**config.mk**
```make
export PLATFORM = sky130hd
export DESIGN_NAME = mcycle_sequencer
export DESIGN_NICKNAME = d
export VERILOG_FILES = /design/src/rtl/mcs_pkg.sv /design/src/rtl/mcs_step_table.sv /design/src/rtl/mcs_tcount.sv /design/src/rtl/mcycle_sequencer.sv
export SDC_FILE = /design/constraint.sdc
export NUM_CORES = 1
export LEC_CHECK = 0
export ABC_AREA = 1
export BUFFER_PORTS_ARGS = -buffer_cell sky130_fd_sc_hd__buf_2
export CAP_MARGIN = 20
export CORE_UTILIZATION = 25
export CTS_BUF_LIST = sky130_fd_sc_hd__clkbuf_8
export CTS_CLUSTER_SIZE = 28
export DETAILED_ROUTE_END_ITERATION = 8
export PLACE_DENSITY = 0.46
export SLEW_MARGIN = 40
export SYNTH_ARGS = -nofsm -noshare
export SYNTH_HDL_FRONTEND = slang
export SYNTH_SLANG_ARGS = --single-unit
```
**constraint.sdc**
```tcl
create_clock -name clk -period 3.2 [get_ports clk]
set_input_delay 0.48 -clock clk [delete_from_list [all_inputs] [get_ports clk]]
set_output_delay 0.48 -clock clk [all_outputs]
set_load 0.02 [all_outputs]
```
**src/rtl/mcs_pkg.sv**
```systemverilog
package mcs_pkg;

  localparam int CLS_W  = 5;
  localparam int TYPE_W = 4;
  localparam int LEN_W  = 3;

  typedef enum logic [TYPE_W-1:0] {
    CY_IDLE  = 4'd0,
    CY_FETCH = 4'd1,
    CY_OPND  = 4'd2,
    CY_MRD   = 4'd3,
    CY_MWR   = 4'd4,
    CY_SRD   = 4'd5,
    CY_SWR   = 4'd6,
    CY_PRD   = 4'd7,
    CY_PWR   = 4'd8,
    CY_INTL  = 4'd9
  } cyc_e;

  localparam logic [CLS_W-1:0] K_PLAIN    = 5'd0;
  localparam logic [CLS_W-1:0] K_IMM      = 5'd1;
  localparam logic [CLS_W-1:0] K_LOAD     = 5'd2;
  localparam logic [CLS_W-1:0] K_STORE    = 5'd3;
  localparam logic [CLS_W-1:0] K_PFX      = 5'd4;
  localparam logic [CLS_W-1:0] K_IXLOAD   = 5'd5;
  localparam logic [CLS_W-1:0] K_IXSTORE  = 5'd6;
  localparam logic [CLS_W-1:0] K_RELJ     = 5'd7;
  localparam logic [CLS_W-1:0] K_DECBR    = 5'd8;
  localparam logic [CLS_W-1:0] K_CALLC    = 5'd9;
  localparam logic [CLS_W-1:0] K_RETC     = 5'd10;
  localparam logic [CLS_W-1:0] K_PUSH     = 5'd11;
  localparam logic [CLS_W-1:0] K_POP      = 5'd12;
  localparam logic [CLS_W-1:0] K_XSTK     = 5'd13;
  localparam logic [CLS_W-1:0] K_PIN      = 5'd14;
  localparam logic [CLS_W-1:0] K_POUT     = 5'd15;
  localparam logic [CLS_W-1:0] K_RMW      = 5'd16;

  typedef struct packed {
    logic             valid;
    cyc_e             kind;
    logic [LEN_W-1:0] len;
    logic             hi;
    logic             branch;
  } step_t;

endpackage

```
**src/rtl/mcs_step_table.sv**
```systemverilog
module mcs_step_table
  import mcs_pkg::*;
#(
  parameter int IDX_W = 3
) (
  input  logic [CLS_W-1:0] cls,
  input  logic [IDX_W-1:0] idx,
  input  logic             taken,
  output step_t            step
);

  function automatic step_t mk(input cyc_e k, input int unsigned l,
                               input logic h, input logic b);
    step_t s;
    s.valid  = 1'b1;
    s.kind   = k;
    s.len    = LEN_W'(l);
    s.hi     = h;
    s.branch = b;
    return s;
  endfunction

  localparam step_t NONE = '0;

  always_comb begin
    step = NONE;
    if (idx == '0) begin
      // first cycle is always a fetch; its length depends on the class
      unique case (cls)
        K_DECBR, K_PUSH: step = mk(CY_FETCH, 5, 1'b0, 1'b0);
        K_RETC:          step = mk(CY_FETCH, 5, 1'b0, 1'b1);
        default:         step = mk(CY_FETCH, 4, 1'b0, 1'b0);
      endcase
    end else begin
      unique case (cls)
        K_IMM:   if (idx == 1) step = mk(CY_OPND, 3, 1'b0, 1'b0);
        K_LOAD:  if (idx == 1) step = mk(CY_MRD, 3, 1'b0, 1'b0);
        K_STORE: if (idx == 1) step = mk(CY_MWR, 3, 1'b0, 1'b0);
        K_PFX:   if (idx == 1) step = mk(CY_FETCH, 4, 1'b0, 1'b0);
        K_IXLOAD, K_IXSTORE: begin
          case (idx)
            3'd1: step = mk(CY_FETCH, 4, 1'b0, 1'b0);
            3'd2: step = mk(CY_OPND, 3, 1'b0, 1'b0);
            3'd3: step = mk(CY_INTL, 5, 1'b0, 1'b0);
            3'd4: step = mk((cls == K_IXLOAD) ? CY_MRD : CY_MWR, 3, 1'b0, 1'b0);
            default: step = NONE;
          endcase
        end
        K_RELJ, K_DECBR: begin
          case (idx)
            3'd1: step = mk(CY_OPND, 3, 1'b0, 1'b1);
            3'd2: if (taken) step = mk(CY_INTL, 5, 1'b0, 1'b0);
            default: step = NONE;
          endcase
        end
        K_CALLC: begin
          case (idx)
            3'd1: step = mk(CY_OPND, 3, 1'b0, 1'b1);
            3'd2: step = mk(CY_OPND, taken ? 4 : 3, 1'b1, 1'b0);
            3'd3: if (taken) step = mk(CY_SWR, 3, 1'b1, 1'b0);
            3'd4: if (taken) step = mk(CY_SWR, 3, 1'b0, 1'b0);
            default: step = NONE;
          endcase
        end
        K_RETC: begin
          case (idx)
            3'd1: if (taken) step = mk(CY_SRD, 3, 1'b0, 1'b0);
            3'd2: if (taken) step = mk(CY_SRD, 3, 1'b1, 1'b0);
            default: step = NONE;
          endcase
        end
        K_PUSH: begin
          case (idx)
            3'd1: step = mk(CY_SWR, 3, 1'b1, 1'b0);
            3'd2: step = mk(CY_SWR, 3, 1'b0, 1'b0);
            default: step = NONE;
          endcase
        end
        K_POP: begin
          case (idx)
            3'd1: step = mk(CY_SRD, 3, 1'b0, 1'b0);
            3'd2: step = mk(CY_SRD, 3, 1'b1, 1'b0);
            default: step = NONE;
          endcase
        end
        K_XSTK: begin
          case (idx)
            3'd1: step = mk(CY_SRD, 3, 1'b0, 1'b0);
            3'd2: step = mk(CY_SRD, 4, 1'b1, 1'b0);
            3'd3: step = mk(CY_SWR, 3, 1'b1, 1'b0);
            3'd4: step = mk(CY_SWR, 5, 1'b0, 1'b0);
            default: step = NONE;
          endcase
        end
        K_PIN, K_POUT: begin
          case (idx)
            3'd1: step = mk(CY_OPND, 3, 1'b0, 1'b0);
            3'd2: step = mk((cls == K_PIN) ? CY_PRD : CY_PWR, 4, 1'b0, 1'b0);
            default: step = NONE;
          endcase
        end
        K_RMW: begin
          case (idx)
            3'd1: step = mk(CY_MRD, 4, 1'b0, 1'b0);
            3'd2: step = mk(CY_MWR, 3, 1'b0, 1'b0);
            default: step = NONE;
          endcase
        end
        default: step = NONE; // plain and unknown classes: fetch only
      endcase
    end
  end

  // a valid step never has a length below 3 or above 5
  always_comb begin
    if (step.valid) begin
      a_len_window_r4: assert (step.len >= 3 && step.len <= 5)
        else $error("step length out of window");
    end
  end

endmodule

```
**src/rtl/mcs_tcount.sv**
```systemverilog
module mcs_tcount #(
  parameter int T_W = 3
) (
  input  logic           clk,
  input  logic           rst,
  input  logic           load,
  input  logic           clear,
  input  logic [T_W-1:0] len,
  output logic [T_W-1:0] t,
  output logic           last
);

  always_ff @(posedge clk) begin
    if (rst || clear) begin
      t <= '0;
    end else if (load) begin
      t <= T_W'(1);
    end else if (t != '0) begin
      t <= t + T_W'(1);
    end
  end

  assign last = (t != '0) && (t == len);

  p_t_bound_r3: assert property (@(posedge clk) disable iff (rst)
    (t != '0) |-> (t <= len));

  p_step_one_r3: assert property (@(posedge clk) disable iff (rst)
    (t != '0 && !last && !load && !clear) |=> (t == $past(t) + T_W'(1)));

endmodule

```
**src/rtl/mcycle_sequencer.sv**
```systemverilog
module mcycle_sequencer
  import mcs_pkg::*;
#(
  parameter int MAX_STEPS = 5,
  parameter int T_W       = 3
) (
  input  logic             clk,
  input  logic             rst,
  input  logic             start,
  input  logic [4:0]       iclass,
  input  logic             cond,
  output logic [3:0]       cyc_type,
  output logic [T_W-1:0]   t_idx,
  output logic             cyc_start,
  output logic             hi_half,
  output logic             busy,
  output logic             done
);

  localparam int IDX_W = $clog2(MAX_STEPS + 1);

  logic [CLS_W-1:0] cls_q;
  logic [IDX_W-1:0] idx_q;
  logic             taken_q;
  step_t            cur_q;
  step_t            first_step;
  step_t            next_step;
  logic             nxt_taken;
  logic             last_t;
  logic             go;
  logic             adv;
  logic             fin;

  assign nxt_taken = cur_q.branch ? cond : taken_q;

  mcs_step_table #(.IDX_W(IDX_W)) u_tab_first (
    .cls   (iclass),
    .idx   ('0),
    .taken (1'b0),
    .step  (first_step)
  );

  mcs_step_table #(.IDX_W(IDX_W)) u_tab_next (
    .cls   (cls_q),
    .idx   (idx_q + IDX_W'(1)),
    .taken (nxt_taken),
    .step  (next_step)
  );

  assign go  = !busy && start;
  assign adv = busy && last_t && next_step.valid;
  assign fin = busy && last_t && !next_step.valid;

  mcs_tcount #(.T_W(T_W)) u_tcnt (
    .clk   (clk),
    .rst   (rst),
    .load  (go || adv),
    .clear (fin),
    .len   (T_W'(cur_q.len)),
    .t     (t_idx),
    .last  (last_t)
  );

  always_ff @(posedge clk) begin
    if (rst) begin
      busy      <= 1'b0;
      done      <= 1'b0;
      cyc_start <= 1'b0;
      cls_q     <= '0;
      idx_q     <= '0;
      taken_q   <= 1'b0;
      cur_q     <= '0;
    end else begin
      cyc_start <= 1'b0;
      done      <= 1'b0;
      if (go) begin
        busy      <= 1'b1;
        cls_q     <= iclass;
        idx_q     <= '0;
        taken_q   <= 1'b0;
        cur_q     <= first_step;
        cyc_start <= 1'b1;
      end else if (adv) begin
        idx_q     <= idx_q + IDX_W'(1);
        taken_q   <= nxt_taken;
        cur_q     <= next_step;
        cyc_start <= 1'b1;
      end else if (fin) begin
        busy  <= 1'b0;
        done  <= 1'b1;
        cur_q <= '0;
      end
    end
  end

  assign cyc_type = cur_q.kind;
  assign hi_half  = cur_q.hi;

  p_idle_quiet_r1: assert property (@(posedge clk) disable iff (rst)
    !busy |-> (cyc_type == CY_IDLE && t_idx == '0 && !cyc_start && !hi_half));

  p_first_fetch_r2: assert property (@(posedge clk) disable iff (rst)
    (!busy && start) |=> (busy && cyc_type == CY_FETCH && cyc_start && t_idx == T_W'(1)));

  p_class_held_r2: assert property (@(posedge clk) disable iff (rst)
    (busy && $past(busy)) |-> $stable(cls_q));

  p_open_at_one_r3: assert property (@(posedge clk) disable iff (rst)
    cyc_start |-> (t_idx == T_W'(1)));

  p_fetch_len_r4: assert property (@(posedge clk) disable iff (rst)
    (cyc_type == CY_FETCH && last_t) |-> (t_idx == T_W'(4) || t_idx == T_W'(5)));

  p_done_single_r10: assert property (@(posedge clk) disable iff (rst)
    done |=> !done);

  p_done_after_busy_r10: assert property (@(posedge clk) disable iff (rst)
    done |-> (!busy && $past(busy)));

endmodule

```
# Yosys cells after proc, flatten, opt, wreduce, memory -nomap -nowiden
# Cells that the tools add are included.
[word_totals]
input_bits = 9
output_inout_bits = 11
reg_bits = 24
[op_classes]
n_mux = 37
addsub = 2
reduce_logical = 23
eq_ne = 25
[ops]
columns = ["op", "n"]
rows = [
  ["one-hot mux 10 bit (13 select lines)", 1],
  ["one-hot mux 10 bit (2 select lines)", 6],
  ["one-hot mux 10 bit (4 select lines)", 3],
  ["two-way mux 10 bit", 10],
  ["equality test 5 x 4 -> 1 bit (second input constant)", 11],
  ["two-way mux 9 bit", 3],
  ["equality test 5 x 3 -> 1 bit (second input constant)", 4],
  ["OR reduction 2 bit", 7],
  ["one-hot mux 3 bit (2 select lines)", 2],
  ["equality test 5 x 2 -> 1 bit (second input constant)", 2],
  ["two-way mux 1 bit", 9],
  ["adder 3 x 1 -> 3 bit (second input constant)", 2],
  ["equality test 3 x 2 -> 1 bit (second input constant)", 2],
  ["two-way mux 3 bit", 2],
  ["nonzero test 3 bit", 2],
  ["equality test 5 x 1 -> 1 bit (second input constant)", 1],
  ["equality test 5 bit (second input constant)", 1],
  ["logical AND 1 bit", 5],
  ["two-way mux 4 bit", 1],
  ["nonzero test 2 bit", 2],
  ["equality test 3 x 1 -> 1 bit (second input constant)", 1],
  ["equality test 3 bit", 1],
  ["equality test 3 bit (second input constant)", 1],
  ["logical NOT 3 bit", 1],
  ["other kinds (5)", 7],
]

# Depth between registers and ports, before layout
# Gate-level depths: netlist of run 1.
[depth]
word_depth = 10
depth_mapped = 15
depth_no_buf = 15

# By module
# From an unflattened synthesis of run 1, not the netlist that was laid out.
[hier_totals]
cells_unflattened = 468
area_unflattened_um2 = 2560.0
[modules_own_cells]
columns = ["mod", "cells_each", "area_per_inst_um2", "n_inst", "seq_area_each_um2"]
rows = [
  ["mcycle_sequencer", 139, 1014.7, 1, 420.4],
  ["mcs_step_table (u_tab_next)", 149, 666.9, 1, 0.0],
  ["mcs_step_table (u_tab_first)", 149, 661.9, 1, 0.0],
  ["mcs_tcount", 31, 216.5, 1, 60.1],
]

# Worst setup path after synthesis of run 1
# Ideal clock, no wire load.
[synth_timing]
path_type = "register -> register"
start = "register idx_q[0]"
end = "register u_tcnt.t[0]"
n_path_buf = 0
stages_incl_launch_ff = 13
t_arrival_ns = 1.808
t_required_ns = 3.088
synth_period_minus_slack_ns = 1.920
slack_ns = 1.280
setup_ns = 0.112
path_cell_list = "dfxtp_1 inv_1 ha_1 o21ai_4 nand3_2 nand2_1 nand2_1 nor2_4 nand3_4 nand2_4 nand2_2 o21ai_2 inv_1"
[synth_via]
elab_chain_len = 8
[synth_lines]
columns = ["item", "line", "source"]
rows = [
  ["from (decl)", "mcycle_sequencer.sv:23", "logic [IDX_W-1:0] idx_q;"],
  ["from (signal assigned)", "mcycle_sequencer.sv:84", "idx_q <= idx_q + IDX_W'(1);"],
  ["adder 3 x 1 -> 3 bit *", "mcycle_sequencer.sv:45", ".idx (idx_q + IDX_W'(1)),"],
  ["net u_tab_next.idx[0]", "mcs_step_table.sv:7", "input logic [IDX_W-1:0] idx,"],
  ["equality test 3 bit, or another cell as far along", "mcs_step_table.sv:41, mcs_step_table.sv:57, mcs_step_table.sv:87", ""],
  ["one-hot mux 10 bit (4 select lines), or another cell as far along", "mcs_step_table.sv:87", "case (idx)"],
  ["one-hot mux 10 bit (13 select lines)", "mcs_step_table.sv:35", "unique case (cls)"],
  ["two-way mux 10 bit *", "mcs_step_table.sv:27", "if (idx == '0) begin"],
  ["logical AND 1 bit / logical NOT 1 bit (equally long branches)", "mcycle_sequencer.sv:51, mcycle_sequencer.sv:52", ""],
  ["logical OR 1 bit / logical AND 1 bit (equally long branches)", "mcycle_sequencer.sv:57, mcycle_sequencer.sv:52", ""],
  ["two-way mux 1 bit, or another cell as far along", "mcs_tcount.sv:16", "end else if (load) begin"],
  ["to (signal assigned)", "mcs_tcount.sv:19", "t <= t + T_W'(1);"],
  ["to (decl)", "mcs_tcount.sv:9", "output logic [T_W-1:0] t,"],
]
# Mark *: on every way through the listed nets, which the timed path passes. The rest lies on a longest branch.
# A chain may end at the register's enable or synchronous reset.

# Worst setup path after layout of run 1
# Ends and elaborated chain as after synthesis.

==> results.json, run 1 <==
{
  "grt_pass1_wl_mm": 9.25,
  "syn-mean-instance-area_sq_um": 6.54,
  "multiInputGateArea_sq_mm": 0.00126,
  "portBuffers": 19,
  "worst_pin_slew_ns": 0.659,
  "numCtsBuffers": 3,
  "wl_mm": 5.38,
  "worst_path_largest_cell_delay_ns": 0.46,
  "p_leak_nw": 1.04,
  "end_kind": "flop",
  "fin_crit_ns": 2.25,
  "synth_cells": 297,
  "critPathKind": "reg2reg",
  "drt_pass1_iterations": 4,
  "required_ns": 3.37,
  "yosysWarnings": 0,
  "die_x_um": 90.1,
  "status": "completed",
  "seq_area_sq_um": 480,
  "areaGrowthSynthToFinish_pct": 12.0,
  "drive_gt1_share_pct": 21.7,
  "fmax_mhz": 445,
  "overflow": 0,
  "whs_ns": 0.437,
  "io_pins": 20,
  "wl_per_cell_um": 13.0,
  "p_switching_w": 0.000321,
  "hp-class": "in2reg",
  "pwr-share-seq_pct": 41.5,
  "n_fill_cell": 864,
  "p_total_w": 0.000850,
  "std_cell_rows": 31,
  "syn-num-nets": 313,
  "nNetsFinal": 331,
  "die_h_um": 90.1,
  "cts_tree": "done",
  "yosysUniqueCellTypes": 34,
  "initialDrtViolationCount": 70,
  "p_clk_share_pct": 24.1,
  "seq_area_frac_synth_pct": 24.7,
  "final_util_pct": 29.5,
  "root_buffer": "clkbuf_8",
  "pre_cts_slack_ns": 0.946,
  "crit_slowest_cell": "dfxtp_1",
  "via_per_inst": 4.66,
  "post_cts_buffers": 0,
  "final-max-slew-violation-count": 0,
  "grt_pass1_vias": 1886,
  "p_int_w": 0.000528,
  "path_cells": "inv_1 -> ha_1 -> o21ai_4 -> nand3_2 -> nand2_1 -> nand2_1 -> nor2_4 -> nand3_4 -> nand2_4 -> nand2_2 -> o21ai_2 -> inv_1",
  "grt_max_degree": 14,
  "antenna_found_initial": 0,
  "relSlewSlack_pct": 55.9,
  "p_per_area_mw_per_mm2": 391,
  "rsz0062_at_grt": "false",
  "crit_buf_inv": 2,
  "gp_congestion": 0.928,
  "fin_crit_sh_pct": 70.2,
  "die_area_sq_mm": 0.00812,
  "irDropWorstVdd_uv": 211,
  "routed-via-count": 1926,
  "cts_resized": 0,
  "fin_ws_ns": 0.952,
  "clock_latency_ns": 0.26,
  "path_clk_slew_ns": 0.08,
  "mostFrequentLayoutCells": "64 x nand2_1, 33 x inv_1, 33 x nor2_1, 30 x nand3_1, 24 x dfxtp_1",
  "maxCapViolations": 0,
  "fin_setup_tns_ns": 0,
  "cts.sinks": 24,
  "antenna_cells": 0,
  "crit_family": "simple AND/OR/NAND/NOR gates",
  "cp_max_fo": 8,
  "critPathArrivalTime_ns": 2.42,
  "post-route-drc-count": 0,
  "netlist_area_sq_mm": 0.00194,
  "coreArea_sq_mm": 0.00737,
  "grt_usage_pct": 13.9,
  "ant_nets": 0,
  "setup_violations": 0,
  "sw_frac_of_total_pct": 37.8,
  "post-dp-hpwl_mm": 4.54,
  "final_common_cell": "nand2_1",
  "skew_ns": 0.00153,
  "synth-seq-cells": 24,
  "cts_buffer_depth": 2,
  "hold_viol": 0,
  "cts-hold-fix-buffers": 0,
  "start_kind": "flop",
  "htreeDepth": 1,
  "power_frac_comb_pct": 34.4,
  "initial_utilization_pct": 26.3
}
Yosys cell counts:
library cell   n  area [sq um]
dfxtp_1       24           480
inv_1         33           124
and3_1         2          12.5
nand2_1       64           240
inv_2         10          37.5
nand3_2        3          30.0
o21ai_0       16          80.1
a31oi_1        1          6.26
nor4_1         1          6.26
buf_4          5          37.5
clkbuf_1       1          3.75
nand3_4        2          35.0
a211oi_1       2          15.0
nand3b_1       1          7.51
nor2_1        33           124
o21ai_1        6          30.0
o2111ai_1      1          8.76
a21boi_4       1          18.8
nand3_1       30           150
xor2_1         2          17.5
or2_2          1          6.26
nand4_1        5          31.3
o221ai_1       2          17.5
a41oi_1        1          8.76
nor2_2         4          25.0
nand2_4        3          33.8
nor3_1         4          20.0
a21oi_1       11          55.1
o21ai_2        1          8.76
nor3_2         2          20.0
ha_1           7          87.6
nor2_4         8          90.1
nand2_2        9          56.3
o21ai_4        1          16.3
sequential cells by signal, summed over array words and instances, names as in the netlist:
| signal | cells |
|---|---|
| cyc_type | 4 |
| hi_half | 1 |
| taken_q | 1 |
| cyc_start | 1 |
| cur_q | 4 |
| cls_q | 5 |
| idx_q | 3 |
| u_tcnt.t | 3 |
| done | 1 |
| busy | 1 |
through the flow:
step                instance area, sq um  std cells
finish                              2170        413
global route                        2170        413
CTS                                 2170        413
detailed placement                  2120        409
global placement                    2120        409
floorplan                           1940        297
worst paths after layout:
path	to	startpoint	slack, ns	depth (start not counted)
max reg2reg	u_tcnt.t[0]	idx_q[0]	0.95	12
max	u_tcnt.t[0]	idx_q[0]	0.95	12
min	busy	start	0.44	3
min reg2reg	cyc_type[2]	cyc_type[2]	0.45	2
cell families after synthesis:
group / after synthesis / share of synthesized area [%]
fa+ha+maj: 7 / 4.51
flops: 24 / 24.7
simple gates: 172 / 45.7
xor+xnor: 2 / 0.902
buf+inv: 49 / 10.4
compound gates: 43 / 13.7
cell type report:
type | count | share of cell area [%]
clock buffer | 4 | 2.53
inverter | 43 | 7.42
multi-input combinational | 224 | 57.9
sequential | 24 | 22.1
tap | 99 | 5.70
timing repair buffer | 19 | 4.37
routing by layer:
layer | part of all wire, % | vias to the layer above | GRT usage (%)
met3 | 4.2 | 12 | 2.37
met2 | 44 | 42 | 22.8
li1 | - | 1003 | -
met1 | 49 | 869 | 18.9
met4 | 2.6 | 0 | 3.36
met5 | 0 | - | 0
power groups by stage:
stage,logic [W],registers (W),clock network (W)
3_5_place_dp,0.000294,0.000360,0
4_1_cts,0.000295,0.000353,0.000213
6_report,0.000292,0.000352,0.000205
2_1_floorplan,0.000220,0.000360,0
5_1_grt,0.000333,0.000357,0.000224
3_3_place_gp,0.000296,0.000360,0
worst min-delay path, cell delays in order:
cell and delay [ns]:
buf_2 0.09, o21ai_0 0.06, inv_1 0.05
No activity file was read; power rests on OpenSTA's default activity.
==> run 2, diff against run 1 <==
--- a/config.mk
+++ b/config.mk
@@ -5,14 +5,14 @@
 export SDC_FILE = /design/constraint.sdc
 export NUM_CORES = 1
 export LEC_CHECK = 0
-export ABC_AREA = 1
+export ABC_AREA = 0
 export BUFFER_PORTS_ARGS = -buffer_cell sky130_fd_sc_hd__buf_2
 export CAP_MARGIN = 20
 export CORE_UTILIZATION = 25
 export CTS_BUF_LIST = sky130_fd_sc_hd__clkbuf_8
 export CTS_CLUSTER_SIZE = 28
 export DETAILED_ROUTE_END_ITERATION = 8
-export PLACE_DENSITY = 0.46
+export PLACE_DENSITY = 0.48
 export SLEW_MARGIN = 40
 export SYNTH_ARGS = -nofsm -noshare
 export SYNTH_HDL_FRONTEND = slang
==> constraint.sdc (replaced) <==
create_clock -name clk -period 2 [get_ports clk]
set_input_delay 0.3 -clock clk [delete_from_list [all_inputs] [get_ports clk]]
set_output_delay 0.3 -clock clk [all_outputs]
set_load 0.02 [all_outputs]
==> run 2 against run 1 <==
Net effect: first-iteration DRC count up 140%; area after synthesis up 1.2%; clock skew up 0.00097 ns; via count up 14%; sequential share of layout area down 5.1 points; total power up 81%; core utilization up 9.2 points; the run now ends with setup timing left; highest routed layer unchanged.
==> results.json, run 2 <==
{
  "status": "finished, violations left",
  "failed_checks": "setup timing",
  "p_switching_w": 0.000504,
  "globalRoute.busiestLayer": "met2",
  "grt_usage_pct": 16.2,
  "synth_edf_count": 0,
  "overflow": 0,
  "top_register": "cls_q",
  "p_total_w": 0.00153,
  "met1_usage_pct": 22.4,
  "root_buffer": "clkbuf_8",
  "n_fill_cell": 802,
  "worstRegToRegCells": 9,
  "use_met2_pct": 25.8,
  "die_area_sq_mm": 0.00822,
  "cts_tree": "done",
  "synth_area_leaders": "dfxtp_1 24%, a21oi_1 6.9%, nor2_1 5.7%",
  "cts.sinks": 24,
  "crit_buf_inv": 1,
  "die_x_um": 90.6,
  "start_kind": "flop",
  "power_frac_comb_pct": 36.8,
  "required_ns": 2.17,
  "path_cells": "ha_4 -> xor2_4 -> mux2i_4 -> o21ai_2 -> buf_4 -> a2111oi_4 -> nand3_1 -> and4b_4 -> a32o_1",
  "critPathKind": "reg2reg",
  "final_util_pct": 38.7,
  "final-max-slew-violation-count": 0,
  "netlist_area_sq_mm": 0.00196,
  "rsz0062_at_grt": "true",
  "numCtsBuffers": 3,
  "synth-seq-cells": 24,
  "final_common_cell": "buf_4",
  "yosysWarnings": 0,
  "areaGrowthSynthToFinish_pct": 46.1,
  "fmax_mhz": 434,
  "fin_crit_sh_pct": 115,
  "critPathArrivalTime_ns": 2.48,
  "synth_cells": 263,
  "coreArea_sq_mm": 0.00741,
  "synthTopCellsByCount": "30 x nor2_1, 28 x nand2_1, 27 x a21oi_1, 24 x dfxtp_1, 17 x nor3_1",
  "worst_pin_slew_ns": 0.392,
  "path_depth": 9,
  "hp-class": "in2reg",
  "synth-async-reset-ratio_pct": 0,
  "synth-main-ff-cell": "dfxtp_1",
  "die_h_um": 90.6,
  "wl_mm": 6.62,
  "nNetsFinal": 356,
  "wl_per_cell_um": 15.1,
  "antenna_found_initial": 0,
  "r2r_end": "hi_half",
  "clock_latency_ns": 0.27,
  "pwr-share-seq_pct": 34.7,
  "seq_area_sq_um": 488,
  "rr_startpoint": "idx_q[0]",
  "std_cell_rows": 31,
  "initial_utilization_pct": 26.5,
  "crit_family": "compound AO/OA/AOI/OAI gates",
  "largest_register_ffs": 5,
  "routed-via-count": 2202,
  "antenna_cells": 0,
  "mostFrequentLayoutCells": "71 x buf_4, 27 x nand2_1, 26 x nor2_1, 24 x a21oi_1, 22 x dfxtp_1",
  "fin_crit_ns": 2.31,
  "post-dp-hpwl_mm": 5.17,
  "skew_ns": 0.00250,
  "syn-num-nets": 279,
  "gp_congestion": 0.973,
  "worst_path_largest_cell_delay_ns": 0.38,
  "sw_frac_of_total_pct": 32.8,
  "irDropWorstVdd_uv": 322,
  "cp_max_fo": 5,
  "reg2reg_slack_ns": -0.31,
  "grt_pass1_wl_mm": 10.7,
  "setup_violations": 16,
  "relSlewSlack_pct": 73.8,
  "maxCapViolations": 0,
  "htreeDepth": 1,
  "hold_depth": 3,
  "io_pins": 20,
  "grt_max_degree": 15,
  "hold_viol": 0,
  "fin_ws_ns": -0.305,
  "synthMostInstantiatedCell": "nor2_1",
  "p_leak_nw": 1.20,
  "cts_buffer_depth": 2,
  "yosys.area.top_type": "dfxtp_1",
  "via_per_inst": 5.03,
  "multiInputGateArea_sq_mm": 0.00147,
  "p_per_area_mw_per_mm2": 535,
  "yosysUniqueCellTypes": 54,
  "p_clk_share_pct": 28.5,
  "drive_gt1_share_pct": 38.9,
  "end_kind": "flop",
  "whs_ns": 0.261,
  "grt_pass1_vias": 2123,
  "syn-mean-instance-area_sq_um": 7.47,
  "crit_slowest_cell": "dfxtp_4",
  "post-route-drc-count": 0,
  "crit_end": "hi_half",
  "ant_nets": 0,
  "path_clk_slew_ns": 0.09,
  "seq_area_frac_synth_pct": 24.5,
  "grtUsageMet3_pct": 2.95,
  "p_int_w": 0.00103,
  "drt_pass1_iterations": 4,
  "fin_setup_tns_ns": -3.78,
  "pre_cts_slack_ns": -0.343,
  "initialDrtViolationCount": 168,
  "crit_path_start": "idx_q[0]",
  "yosys.area.top_type_share_pct": 24.5,
  "portBuffers": 19
}
==> run 2: cell count changes in the layout (fill, tap and decap cells not counted), sizes merged, moves of 11 or more <==
cell | before | now
a21oi | 11 | 27
buf | 19 | 95
inv | 43 | 9
nand2 | 76 | 28
nand3 | 35 | 6
nor2 | 45 | 30
nor3 | 6 | 17
o21ai | 24 | 10
==> run 2: worst reg2reg max path, cell delays in order, from the launching register on <==
cell,delay (ns)
dfxtp_4,0.38
ha_4,0.19
xor2_4,0.21
mux2i_4,0.30
o21ai_2,0.10
buf_4,0.16
a2111oi_4,0.29
nand3_1,0.14
and4b_4,0.23
a32o_1,0.21
==> run 2: metal layers <==
| metal | part of all wire (%) | up-vias |
|---|---|---|
| met4 | 1.3 | 0 |
| li1 | - | 1105 |
| met3 | 6.1 | 6 |
| met1 | 47 | 1022 |
| met5 | 0 | - |
| met2 | 45 | 69 |
==> run 2: kinds of logic after synthesis <==
family	share of synthesized area, %
simple gates	28.3
compound gates	25.8
buf+inv	7.71
flops	24.5
xor+xnor	4.97
mux	4.33
fa+ha+maj	4.46
==> run 2: how the worst min path moves through the flow <==
| stage | from | to | slack [ns] |
|---|---|---|---|
| finish | start | busy | 0.26 |
| global route | start | busy | 0.27 |
| CTS | start | busy | 0.25 |
| detailed placement | cyc_type[2] | cyc_type[2] | 0.48 |
| global placement | cyc_type[2] | cyc_type[2] | 0.48 |
| floorplan | start | busy | 0.42 |
==> run 2: repair_timing <==
item | 4_1_cts | 5_1_grt
endpoints found under the hold margin | 0 | 0
pin swaps | 8 | 11
setup endpoints to repair | 16 | 16
buffers inserted | 2 | 5
resized for setup | 9 | 19
hold buffers | 0 | 0
==> run 2: power groups by stage <==
stage | Combinational (W) | Clock [W] | Sequential, W
2_1_floorplan | 0.000292 | 0 | 0.000563
3_3_place_gp | 0.000514 | 0 | 0.000546
3_5_place_dp | 0.000514 | 0 | 0.000546
4_1_cts | 0.000527 | 0.000457 | 0.000533
5_1_grt | 0.000619 | 0.000460 | 0.000537
6_report | 0.000565 | 0.000437 | 0.000532
==> run 2: cell type report <==
type,count,area share [%]
tap,99,4.32
clock inverter,1,1.05
clock buffer,3,1.44
inverter,9,1.18
timing repair buffer,95,23.9
multi-input combinational,207,51.2
sequential,24,17.0
==> run 2: per-stage QoR <==
stage          cell area, sq um  std cells
6_report                   2870        438
3_3_place_gp               2610        427
4_1_cts                    2760        433
5_1_grt                    2870        438
3_5_place_dp               2610        427
2_1_floorplan              1990        263
==> run 3, diff against run 2 <==
--- a/config.mk
+++ b/config.mk
@@ -12,6 +12,7 @@
 export CTS_BUF_LIST = sky130_fd_sc_hd__clkbuf_8
 export CTS_CLUSTER_SIZE = 28
 export DETAILED_ROUTE_END_ITERATION = 8
+export GPL_TIMING_DRIVEN = 0
 export PLACE_DENSITY = 0.48
 export SLEW_MARGIN = 40
 export SYNTH_ARGS = -nofsm -noshare
==> run 3 against run 2 <==
Net effect: the run still ends with setup timing left; sequential share of layout area grew 1.6 points; die area unchanged; sequential power is 2% higher; final area decreased by 8.6%.
==> results.json, run 3 (synthesized netlist as in run 2, its figures left out) <==
{
  "wl_per_cell_um": 15.8,
  "failed_checks": "setup timing",
  "crit_family": "compound AO/OA/AOI/OAI gates",
  "worst_pin_slew_ns": 0.702,
  "numCtsBuffers": 3,
  "use_met2_pct": 25.0,
  "via_per_inst": 5.25,
  "post-dp-hpwl_mm": 4.44,
  "setup_violations": 16,
  "end_kind": "flop",
  "routed-via-count": 2088,
  "grt_usage_pct": 15.7,
  "final-max-slew-violation-count": 0,
  "io_pins": 20,
  "htreeDepth": 1,
  "rr_startpoint": "idx_q[0]",
  "antenna_cells": 0,
  "path_cells": "ha_4 -> xor2_4 -> mux2i_4 -> o21ai_4 -> a2111oi_4 -> nand3_2 -> and4b_4 -> a32o_1",
  "root_buffer": "clkbuf_8",
  "p_per_area_mw_per_mm2": 577,
  "grt_max_degree": 15,
  "nNetsFinal": 316,
  "initialDrtViolationCount": 204,
  "status": "finished, violations left",
  "ant_nets": 0,
  "worst_path_largest_cell_delay_ns": 0.41,
  "std_cell_rows": 31,
  "skew_ns": 0.0116,
  "areaGrowthSynthToFinish_pct": 33.5,
  "antenna_found_initial": 0,
  "n_fill_cell": 765,
  "worstRegToRegCells": 8,
  "critPathKind": "reg2reg",
  "cts.sinks": 24,
  "globalRoute.busiestLayer": "met2",
  "cts_tree": "done",
  "path_depth": 8,
  "gp_congestion": 0.890,
  "post-route-drc-count": 0,
  "die_x_um": 90.6,
  "grt_pass1_wl_mm": 10.3,
  "whs_ns": 0.258,
  "hold_viol": 0,
  "overflow": 0,
  "fin_crit_ns": 2.31,
  "reg2reg_slack_ns": -0.31,
  "drt_pass1_iterations": 4,
  "critPathArrivalTime_ns": 2.50,
  "fin_crit_sh_pct": 115,
  "die_h_um": 90.6,
  "p_leak_nw": 1.01,
  "drive_gt1_share_pct": 32.8,
  "relSlewSlack_pct": 51.8,
  "required_ns": 2.20,
  "crit_path_start": "idx_q[0]",
  "cp_max_fo": 5,
  "hp-class": "in2reg",
  "fmax_mhz": 434,
  "crit_slowest_cell": "dfxtp_4",
  "top_register": "cls_q",
  "crit_end": "hi_half",
  "final_util_pct": 35.4,
  "irDropWorstVdd_uv": 276,
  "initial_utilization_pct": 26.5,
  "portBuffers": 19,
  "die_area_sq_mm": 0.00822,
  "met1_usage_pct": 20.8,
  "cts_buffer_depth": 2,
  "grtUsageMet3_pct": 2.61,
  "grt_pass1_vias": 1994,
  "coreArea_sq_mm": 0.00741,
  "p_total_w": 0.00151,
  "clock_latency_ns": 0.29,
  "mostFrequentLayoutCells": "26 x nand2_1, 26 x nor2_1, 23 x a21oi_1, 22 x buf_2, 21 x dfxtp_1",
  "start_kind": "flop",
  "maxCapViolations": 0,
  "crit_buf_inv": 0,
  "wl_mm": 6.31,
  "path_clk_slew_ns": 0.11,
  "rsz0062_at_grt": "true",
  "fin_ws_ns": -0.306,
  "r2r_end": "hi_half",
  "largest_register_ffs": 5
}
run 3: cell types whose count changed in the layout (fill, tap and decap cells not counted), moves of 2 or more:
cell      delta
o21ai_4      +2
o21ai_2      -2
clkbuf_2     +5
clkbuf_1     +5
nor2b_1      -2
buf_4       -54
nor2b_2      +2
buf_2        +3
run 3: power by group:
group	leakage, nW	switching (W)	internal, W
registers	0.198	0.0000370	0.000508
clock network	0.0357	0.000204	0.000269
logic	0.773	0.000296	0.000200
total	1.01	0.000537	0.000976
run 3: routing by layer:
layer / up-vias / part of all wire [%]
met1: 981 / 46
met2: 67 / 46
met4: 0 / 2.4
li1: 1025 / -
met3: 15 / 5.2
met5: - / 0
run 3: tightest hold or removal path, cell delays in order:
cell	delay, ns
buf_2	0.11
nand2_1	0.05
a21oi_1	0.05
run 3: what timing repair did:
action,CTS,global route
buffers inserted,11,4
pin swaps,9,16
hold buffers,0,0
setup endpoints to repair,16,16
resized for setup,22,35
run 3: stage by stage:
| step | cell area [sq um] | setup slack [ns] | std cells | TNS, ns |
|---|---|---|---|---|
| 2_1_floorplan | 1990 | -0.225 | 263 | -2.31 |
| 3_3_place_gp | 2210 | -0.626 | 381 | -8.35 |
| 3_5_place_dp | 2210 | -0.611 | 381 | -8.23 |
| 4_1_cts | 2460 | -0.306 | 395 | -3.90 |
| 5_1_grt | 2620 | -0.426 | 398 | -5.89 |
| 6_report | 2620 | -0.306 | 398 | -4.03 |
run 3: cell type report:
cell class	instances	area [sq um]	area share, %
flip-flops and latches	24	489	18.7
inverters	9	33.8	1.29
clock inverters	1	30.0	1.15
well taps	99	124	4.72
repair buffers	34	219	8.35
plain buffers	21	130	4.96
multi-input cells	207	1560	59.3
clock buffers	3	41.3	1.57
run 3: worst min-delay path by stage:
stage | from | to | slack (ns) | cells past startpoint
5_1_grt | iclass[3] | cls_q[3] | 0.28 | 3
3_5_place_dp | cyc_type[1] | cyc_type[1] | 0.47 | 1
2_1_floorplan | start | busy | 0.42 | 2
3_3_place_gp | cyc_type[3] | cyc_type[3] | 0.47 | 1
4_1_cts | start | busy | 0.25 | 3
6_report | iclass[1] | cls_q[1] | 0.26 | 3
